## src/rtl/eeprom_addr_ptr_pkg.sv

```systemverilog
package eeprom_addr_ptr_pkg;

  // Strobes passed from the control decode to the pointer datapath.
  // At most one field is high in any cycle.
  typedef struct packed {
    logic load;      // take the external address
    logic stepPage;  // advance the in-page offset only
    logic stepFull;  // advance the full address
  } ptrCtl_t;

endpackage

```

## src/rtl/eeprom_addr_ptr_ctl.sv

```systemverilog
module eeprom_addr_ptr_ctl
  import eeprom_addr_ptr_pkg::*;
(
  input  logic    clk,
  input  logic    rstN,
  input  logic    loadEn,
  input  logic    incEn,
  input  logic    incIsRead,
  output ptrCtl_t ctl
);

  // A load suppresses any step requested in the same cycle.
  always_comb begin
    ctl          = '0;
    ctl.load     = loadEn;
    ctl.stepPage = incEn && !incIsRead && !loadEn;
    ctl.stepFull = incEn &&  incIsRead && !loadEn;
  end

  // the datapath never sees two competing strobes.
  assert_single_strobe_R3: assert property (@(posedge clk) disable iff (!rstN)
    $onehot0({ctl.load, ctl.stepPage, ctl.stepFull}));

  // a load request always reaches the datapath as a load.
  assert_load_passes_R3: assert property (@(posedge clk) disable iff (!rstN)
    (loadEn && incEn) |-> (ctl.load && !ctl.stepPage && !ctl.stepFull));

endmodule

```

## src/rtl/eeprom_addr_ptr_dp.sv

```systemverilog
module eeprom_addr_ptr_dp
  import eeprom_addr_ptr_pkg::*;
#(
  parameter int ADDR_W = 16,
  parameter int PAGE_W = 7
) (
  input  logic              clk,
  input  logic              rstN,
  input  ptrCtl_t           ctl,
  input  logic [ADDR_W-1:0] loadAddr,
  output logic [ADDR_W-1:0] ptrQ
);

  localparam int HIGH_W = ADDR_W - PAGE_W;

  logic [ADDR_W-1:0] ptrNext;
  logic [ADDR_W-1:0] pageNext;
  logic [ADDR_W-1:0] fullNext;
  logic [PAGE_W-1:0] lowStep;

  assign lowStep  = ptrQ[PAGE_W-1:0] + PAGE_W'(1);
  assign fullNext = ptrQ + ADDR_W'(1);

  generate
    if (HIGH_W > 0) begin : g_paged
      // Page bits are held, so the offset wraps inside the page.
      assign pageNext = {ptrQ[ADDR_W-1:PAGE_W], lowStep};

      // a write step never moves the pointer to another page.
      assert_page_kept_R4: assert property (@(posedge clk) disable iff (!rstN)
        ctl.stepPage |=> (ptrQ[ADDR_W-1:PAGE_W] == $past(ptrQ[ADDR_W-1:PAGE_W])));
    end else begin : g_flat
      // The page spans the whole array, so both steps behave alike.
      assign pageNext = lowStep;
    end
  endgenerate

  always_comb begin
    ptrNext = ptrQ;
    if (ctl.load)
      ptrNext = loadAddr;
    else if (ctl.stepFull)
      ptrNext = fullNext;
    else if (ctl.stepPage)
      ptrNext = pageNext;
  end

  always_ff @(posedge clk or negedge rstN) begin
    if (!rstN)
      ptrQ <= '0;
    else
      ptrQ <= ptrNext;
  end

  // a loaded address appears one edge later.
  assert_load_taken_R2: assert property (@(posedge clk) disable iff (!rstN)
    ctl.load |=> (ptrQ == $past(loadAddr)));

  // a write step at the last offset returns to offset zero.
  assert_page_wrap_R5: assert property (@(posedge clk) disable iff (!rstN)
    (ctl.stepPage && (&ptrQ[PAGE_W-1:0])) |=> (ptrQ[PAGE_W-1:0] == '0));

  // a read step moves the pointer up by exactly one.
  assert_read_step_R6: assert property (@(posedge clk) disable iff (!rstN)
    (ctl.stepFull && !(&ptrQ)) |=> (ptrQ == $past(ptrQ) + ADDR_W'(1)));

  // a read step at the top of the array wraps to zero.
  assert_array_wrap_R7: assert property (@(posedge clk) disable iff (!rstN)
    (ctl.stepFull && (&ptrQ)) |=> (ptrQ == '0));

  // without a strobe the pointer keeps its value.
  assert_idle_hold_R8: assert property (@(posedge clk) disable iff (!rstN)
    (!ctl.load && !ctl.stepPage && !ctl.stepFull) |=> $stable(ptrQ));

endmodule

```

## src/rtl/eeprom_addr_ptr.sv

```systemverilog
module eeprom_addr_ptr
  import eeprom_addr_ptr_pkg::*;
#(
  parameter int ADDR_W = 16,
  parameter int PAGE_W = 7
) (
  input  logic              clk,
  input  logic              rstN,
  input  logic              loadEn,
  input  logic [ADDR_W-1:0] loadAddr,
  input  logic              incEn,
  input  logic              incIsRead,
  output logic [ADDR_W-1:0] addrOut
);

  ptrCtl_t ctl;

  eeprom_addr_ptr_ctl u_ctl (
    .clk       (clk),
    .rstN      (rstN),
    .loadEn    (loadEn),
    .incEn     (incEn),
    .incIsRead (incIsRead),
    .ctl       (ctl)
  );

  eeprom_addr_ptr_dp #(
    .ADDR_W (ADDR_W),
    .PAGE_W (PAGE_W)
  ) u_dp (
    .clk      (clk),
    .rstN     (rstN),
    .ctl      (ctl),
    .loadAddr (loadAddr),
    .ptrQ     (addrOut)
  );

endmodule

```

## config.mk

```make
export PLATFORM = sky130hd
export DESIGN_NAME = eeprom_addr_ptr
export DESIGN_NICKNAME = d
export VERILOG_FILES = /design/src/rtl/eeprom_addr_ptr_pkg.sv /design/src/rtl/eeprom_addr_ptr_ctl.sv /design/src/rtl/eeprom_addr_ptr_dp.sv /design/src/rtl/eeprom_addr_ptr.sv
export SDC_FILE = /design/constraint.sdc
export NUM_CORES = 1
export LEC_CHECK = 0
export ABC_AREA = 1
export CORE_MARGIN = 2
export CORE_UTILIZATION = 48
export DETAILED_ROUTE_END_ITERATION = 8
export PLACE_DENSITY_LB_ADDON = 0.05
export RECOVER_POWER = 25
export SYNTH_ARGS = -nofsm -noshare
export SYNTH_HDL_FRONTEND = slang
export SYNTH_SLANG_ARGS = --single-unit
```

## constraint.sdc

```tcl
create_clock -name clk -period 2.23 [get_ports clk]
set_clock_uncertainty 0.1 [all_clocks]
set_input_delay 0.446 -clock clk [delete_from_list [all_inputs] [get_ports clk]]
set_output_delay 0.446 -clock clk [all_outputs]
set_load 0.01 [all_outputs]
```

### Yosys cells after proc, flatten, opt, wreduce, memory -nomap -nowiden

Index checks and enable logic that the tools add are counted.

| word-level totals | value |
|---|---|
| bits in registers | 16 |
| latch bits | 0 |
| bits in writable memories | 0 |
| bits in read-only memories | 0 |
| output and inout port bits | 16 |
| logic and storage cells | 15 |
| memories kept | 0 |

| operators by class | value |
|---|---|
| add/sub/neg operators | 2 |
| multiply operators | 0 |
| div/mod/pow operators | 0 |
| order comparisons | 0 |
| eq/ne operators | 0 |
| shift-type cells | 0 |
| multiplexer cells | 3 |
| bitwise logic cells | 0 |
| reductions and logical operators | 8 |

Operators by type and width:

| operator | number |
|---|---|
| 16-bit two-way mux | 2 |
| 16-bit by 1-bit adder with 16-bit output, second input constant | 1 |
| 7-bit by 1-bit adder with 7-bit output, second input constant | 1 |
| 7-bit two-way mux | 1 |
| 1-bit logical AND | 4 |
| 3-bit nonzero test | 1 |
| 1-bit logical NOT | 2 |
| 2-bit nonzero test | 1 |

### Depth between registers and ports, before layout

Gate-level depths: netlist of the first run.

| logic depth | value |
|---|---|
| word-level depth | 6 |
| gate-level depth with buffers | 7 |

### Modules after synthesis

From an unflattened synthesis of the first run, not the netlist that was laid out.

| second synthesis, totals | value |
|---|---|
| cells, all modules | 163 |
| area total of the unflattened synthesis | 1142.3 um2 |

By module, submodules not included:

| module | times used | cells each | area an instance (um2) |
|---|---|---|---|
| eeprom_addr_ptr_dp | 1 | 157 | 1116.1 |
| eeprom_addr_ptr_ctl | 1 | 6 | 26.3 |

### Least setup slack after synthesis of the first run

Ideal clock, no wire load.

| timing path | value |
|---|---|
| kind | reg-to-reg |
| start | register u_dp.ptrQ[0] |
| end | register u_dp.ptrQ[8] |
| library setup time | 124 ps |
| data arrival time | 1087 ps |
| required time | 2006 ps |
| setup slack | 919 ps |
| cell stages (with the launch flop) | 7 |
| path buffers | 0 |
| clock period less this slack | 1311 ps |
| path through | dfrtp_1 ha_1 nand2_2 nor2_4 a21o_1 nand3_1 nand3_1 |

| between the ends | value |
|---|---|
| cells in the longest elaborated chain, start to end | 3 |

RTL lines:

| element | line | source |
|---|---|---|
| start: declaration | eeprom_addr_ptr_dp.sv:11 | `output logic [ADDR_W-1:0] ptrQ` |
| start signal: assignment | eeprom_addr_ptr_dp.sv:52 | `ptrQ <= ptrNext;` |
| 16-bit by 1-bit adder with 16-bit output | eeprom_addr_ptr_dp.sv:22 | `assign fullNext = ptrQ + ADDR_W'(1);` |
| 16-bit two-way mux | eeprom_addr_ptr_dp.sv:42 | `else if (ctl.stepFull)` |
| 16-bit two-way mux | eeprom_addr_ptr_dp.sv:40 | `if (ctl.load)` |

Every way passes these cells. The select of a mux whose other input is x is not followed.
A chain may end at the register's enable or synchronous reset.

### Worst setup path after layout of the first run

| timing path | value |
|---|---|
| start | register u_dp.ptrQ[4] |
| end | output port addrOut[4] |

RTL lines:

| element | line | source |
|---|---|---|
| end: declaration | eeprom_addr_ptr.sv:13 | `output logic [ADDR_W-1:0] addrOut` |

No word-level cell between the ends.

==> flow_metrics.env, run 1 <==
export IMPL_grt_max_degree=17
export IMPL_synth_area_top_cells="dfrtp_1 37%, nand2_1 18%, nand3_1 9.1%"
export IMPL_cp_required_ps=1680
export IMPL_antenna_found_initial=0
export IMPL_setup_ws_ps=309.2
export IMPL_postCtsSetupBuffers=0
export IMPL_crit_path_start="u_dp.ptrQ[4]"
export IMPL_postLayoutCoreUtil_pct=69.96
export IMPL_gr_total_overflow=0
export IMPL_ys_seq_area_share_pct=36.57
export IMPL_clk_pin_slew_ps=110
export IMPL_crit_arrival_ps=1370
export IMPL_postCtsHoldBufs=0
export IMPL_cts_resized=0
export IMPL_ys_async_sr_fraction_pct=100.0
export IMPL_num_antenna_cells=0
export IMPL_reg_largest_list="u_dp.ptrQ: 16 flops"
export IMPL_cts_tree="done"
export IMPL_avgSynthCellArea_um2=6.717
export IMPL_drive_gt1_share_pct=7.843
export IMPL_synth_top_area_share_pct=36.57
export IMPL_critPathKind="reg -> out"
export IMPL_peakVddDrop_mv=0.4450
export IMPL_initial_core_util_pct=49.97
export IMPL_viasPerCell=5.203
export IMPL_vias=1207
export IMPL_yosysTopAreaCell="dfrtp_1"
export IMPL_crit_chain="clkdlybuf4s50_1"
export IMPL_htreeDepth=1
export IMPL_portBuffers=36
export IMPL_grt_setup_unrepaired="no"
export IMPL_synth_cell_types=24
export IMPL_leakagePower_nw=0.7019
export IMPL_post_drt_wl_per_cell_um=11.97
export IMPL_io_pins=37
export IMPL_powerDensity_nw_per_um2=541.2
export IMPL_synth_nets=185
export IMPL_fin_crit_sh_pct=86.13
export IMPL_endpoint_kind="output port"
export IMPL_cp_start_kind="flop"
export IMPL_fin_tns_setup_ps=0
export IMPL_synth_edf_count=0
export IMPL_first_iter_violations=24
export IMPL_setup_viol=0
export IMPL_drcViolationCount=0
export IMPL_clock_sinks=16
export IMPL_worstHoldStart="u_dp.ptrQ[1]"
export IMPL_nets=227
export IMPL_dieWidth_um=51.76
export IMPL_clk_path_buf_depth=2
export IMPL_grt_pass1_vias=1157
export IMPL_fmax_mhz=520.6
export IMPL_gp_congestion=0.8826
export IMPL_synth_commonest_cells="52 x nand2_1, 20 x nand3_1, 19 x inv_1, 16 x dfrtp_1, 16 x nor2_1"
export IMPL_globalRouteTotalUtil_pct=23.55
export IMPL_grt_pass1_wl_um=4747
export IMPL_yosys_warnings=0
export IMPL_cpLargestDelayFamily="buffers and inverters"
export IMPL_slowest_stage="clkdlybuf4s50_1"
export IMPL_final_hold_viol_count=0
export IMPL_drtPass1Iterations=4
export IMPL_synth_most_common_cell="nand2_1"
export IMPL_max_slew_margin_pct=38.77
export IMPL_hold_path_class="reg -> reg"
export IMPL_preCtsSetupSlack_ps=323.5
export IMPL_finalNonFillerCells=232
export IMPL_whs_ps=507.0
export IMPL_cts_buffers=3
export IMPL_maxCapViolCount=0
export IMPL_status="completed"
export IMPL_path_buf_inv=1
export IMPL_slew_viol_final=0
export IMPL_ys_seq_elements=16
export IMPL_worstPathMaxFanout=6
export IMPL_final_antenna_net_count=0
export IMPL_largest_register="u_dp.ptrQ"
export IMPL_area_growth_syn_to_layout_pct=40.00
export IMPL_drt_total_wl_um=2776
export IMPL_reg2reg_from="u_dp.ptrQ[1]"
export IMPL_largest_reg_flops=16
export IMPL_core_um2=2191
export IMPL_rows=17
export IMPL_critical_path_max_stage_delay_ps=590
export IMPL_die_area_um2=2679
export IMPL_finalCriticalPeriod_ps=1921
export IMPL_placedCellCount=228
export IMPL_syn_area_um2=1095
export IMPL_hpwl_um=2148
export IMPL_fp_dieH_um=51.76
export IMPL_syn_inst=163
export IMPL_root_buffer="clkbuf_4"
export IMPL_synth_flop_cell="dfrtp_1"
export IMPL_tightest_slew_ps=918.4
export IMPL_num_fill_cells=177
export IMPL_insertion_delay_ps=290
[final timing paths]
| check | end | slack (ps) | depth (start not counted) |
|---|---|---|---|
| setup reg to reg | u_dp.ptrQ[14] | 830 | 6 |
| hold / removal | u_dp.ptrQ[1] | 510 | 2 |
| setup / recovery | addrOut[4] | 310 | 1 |
| hold reg to reg | u_dp.ptrQ[1] | 510 | 2 |
| max in group asynchronous | u_dp.ptrQ[7] | 790 | 2 |
| min in group asynchronous | u_dp.ptrQ[0] | 680 | 2 |
[logic make-up after synthesis]
logic type / Yosys count / synth area share [%]
compound gates: 20 / 10.51
xor+xnor: 4 / 3.201
fa+ha+maj: 1 / 1.143
buf+inv: 22 / 8.000
flops: 16 / 36.57
simple gates: 100 / 40.57
[metal layers]
metal	track usage, %	part of all wire, %	vias to the layer above
li1	-	-	606
met1	29.87	44	551
met2	39.74	48	46
met3	3.736	6.8	4
met4	9.649	0.90	0
met5	0	0	-
[layout by cell type (no fill, tap or decap), drive strengths merged]
cell type,Yosys,routed
inv,20,20
dlygate4sd3,0,1
clkbuf,0,5
xor2,2,2
dfrtp,16,16
nor2,21,21
o211ai,1,1
clkdlybuf4s50,0,35
o21bai,2,2
o21ai,10,10
a21o,1,1
ha,1,1
a22oi,2,2
nand3,21,21
nand2,54,54
or2,1,1
xnor2,2,2
nand4,3,3
buf,2,2
a21oi,4,4
[power breakdown]
| part | switching [W] | internal [W] |
|---|---|---|
| Combinational | 0.000118 | 0.000134 |
| Clock | 0.000106 | 0.0000995 |
| Sequential | 0.0000496 | 0.000322 |
[metrics by stage]
step	area (µm²)	total power (W)
2_1_floorplan	1095	0.0004915
3_3_place_gp	1500	0.0006255
3_5_place_dp	1500	0.0006304
4_1_cts	1536	0.0008347
5_1_grt	1533	0.0008750
6_report	1533	0.0008296
[area by class of cell]
type | count | area, µm² | area share (%)
flip-flops and latches | 16 | 400.4 | 26.12
well taps | 28 | 35.03 | 2.286
clock buffers | 4 | 36.28 | 2.367
multi-input cells | 125 | 606.8 | 39.59
inverters | 20 | 75.07 | 4.898
repair buffers | 39 | 379.1 | 24.73
No activity file was read; power rests on OpenSTA's default activity.
==> inputs of run 2 (changes only) <==
--- a/config.mk
+++ b/config.mk
@@ -8,6 +8,7 @@
 export ABC_AREA = 1
 export CORE_MARGIN = 2
 export CORE_UTILIZATION = 48
+export CTS_CLUSTER_DIAMETER = 200
 export DETAILED_ROUTE_END_ITERATION = 8
 export PLACE_DENSITY_LB_ADDON = 0.05
 export RECOVER_POWER = 25
==> results of run 2 <==
Final layout, timing and power as in run 1 (identical DEF).
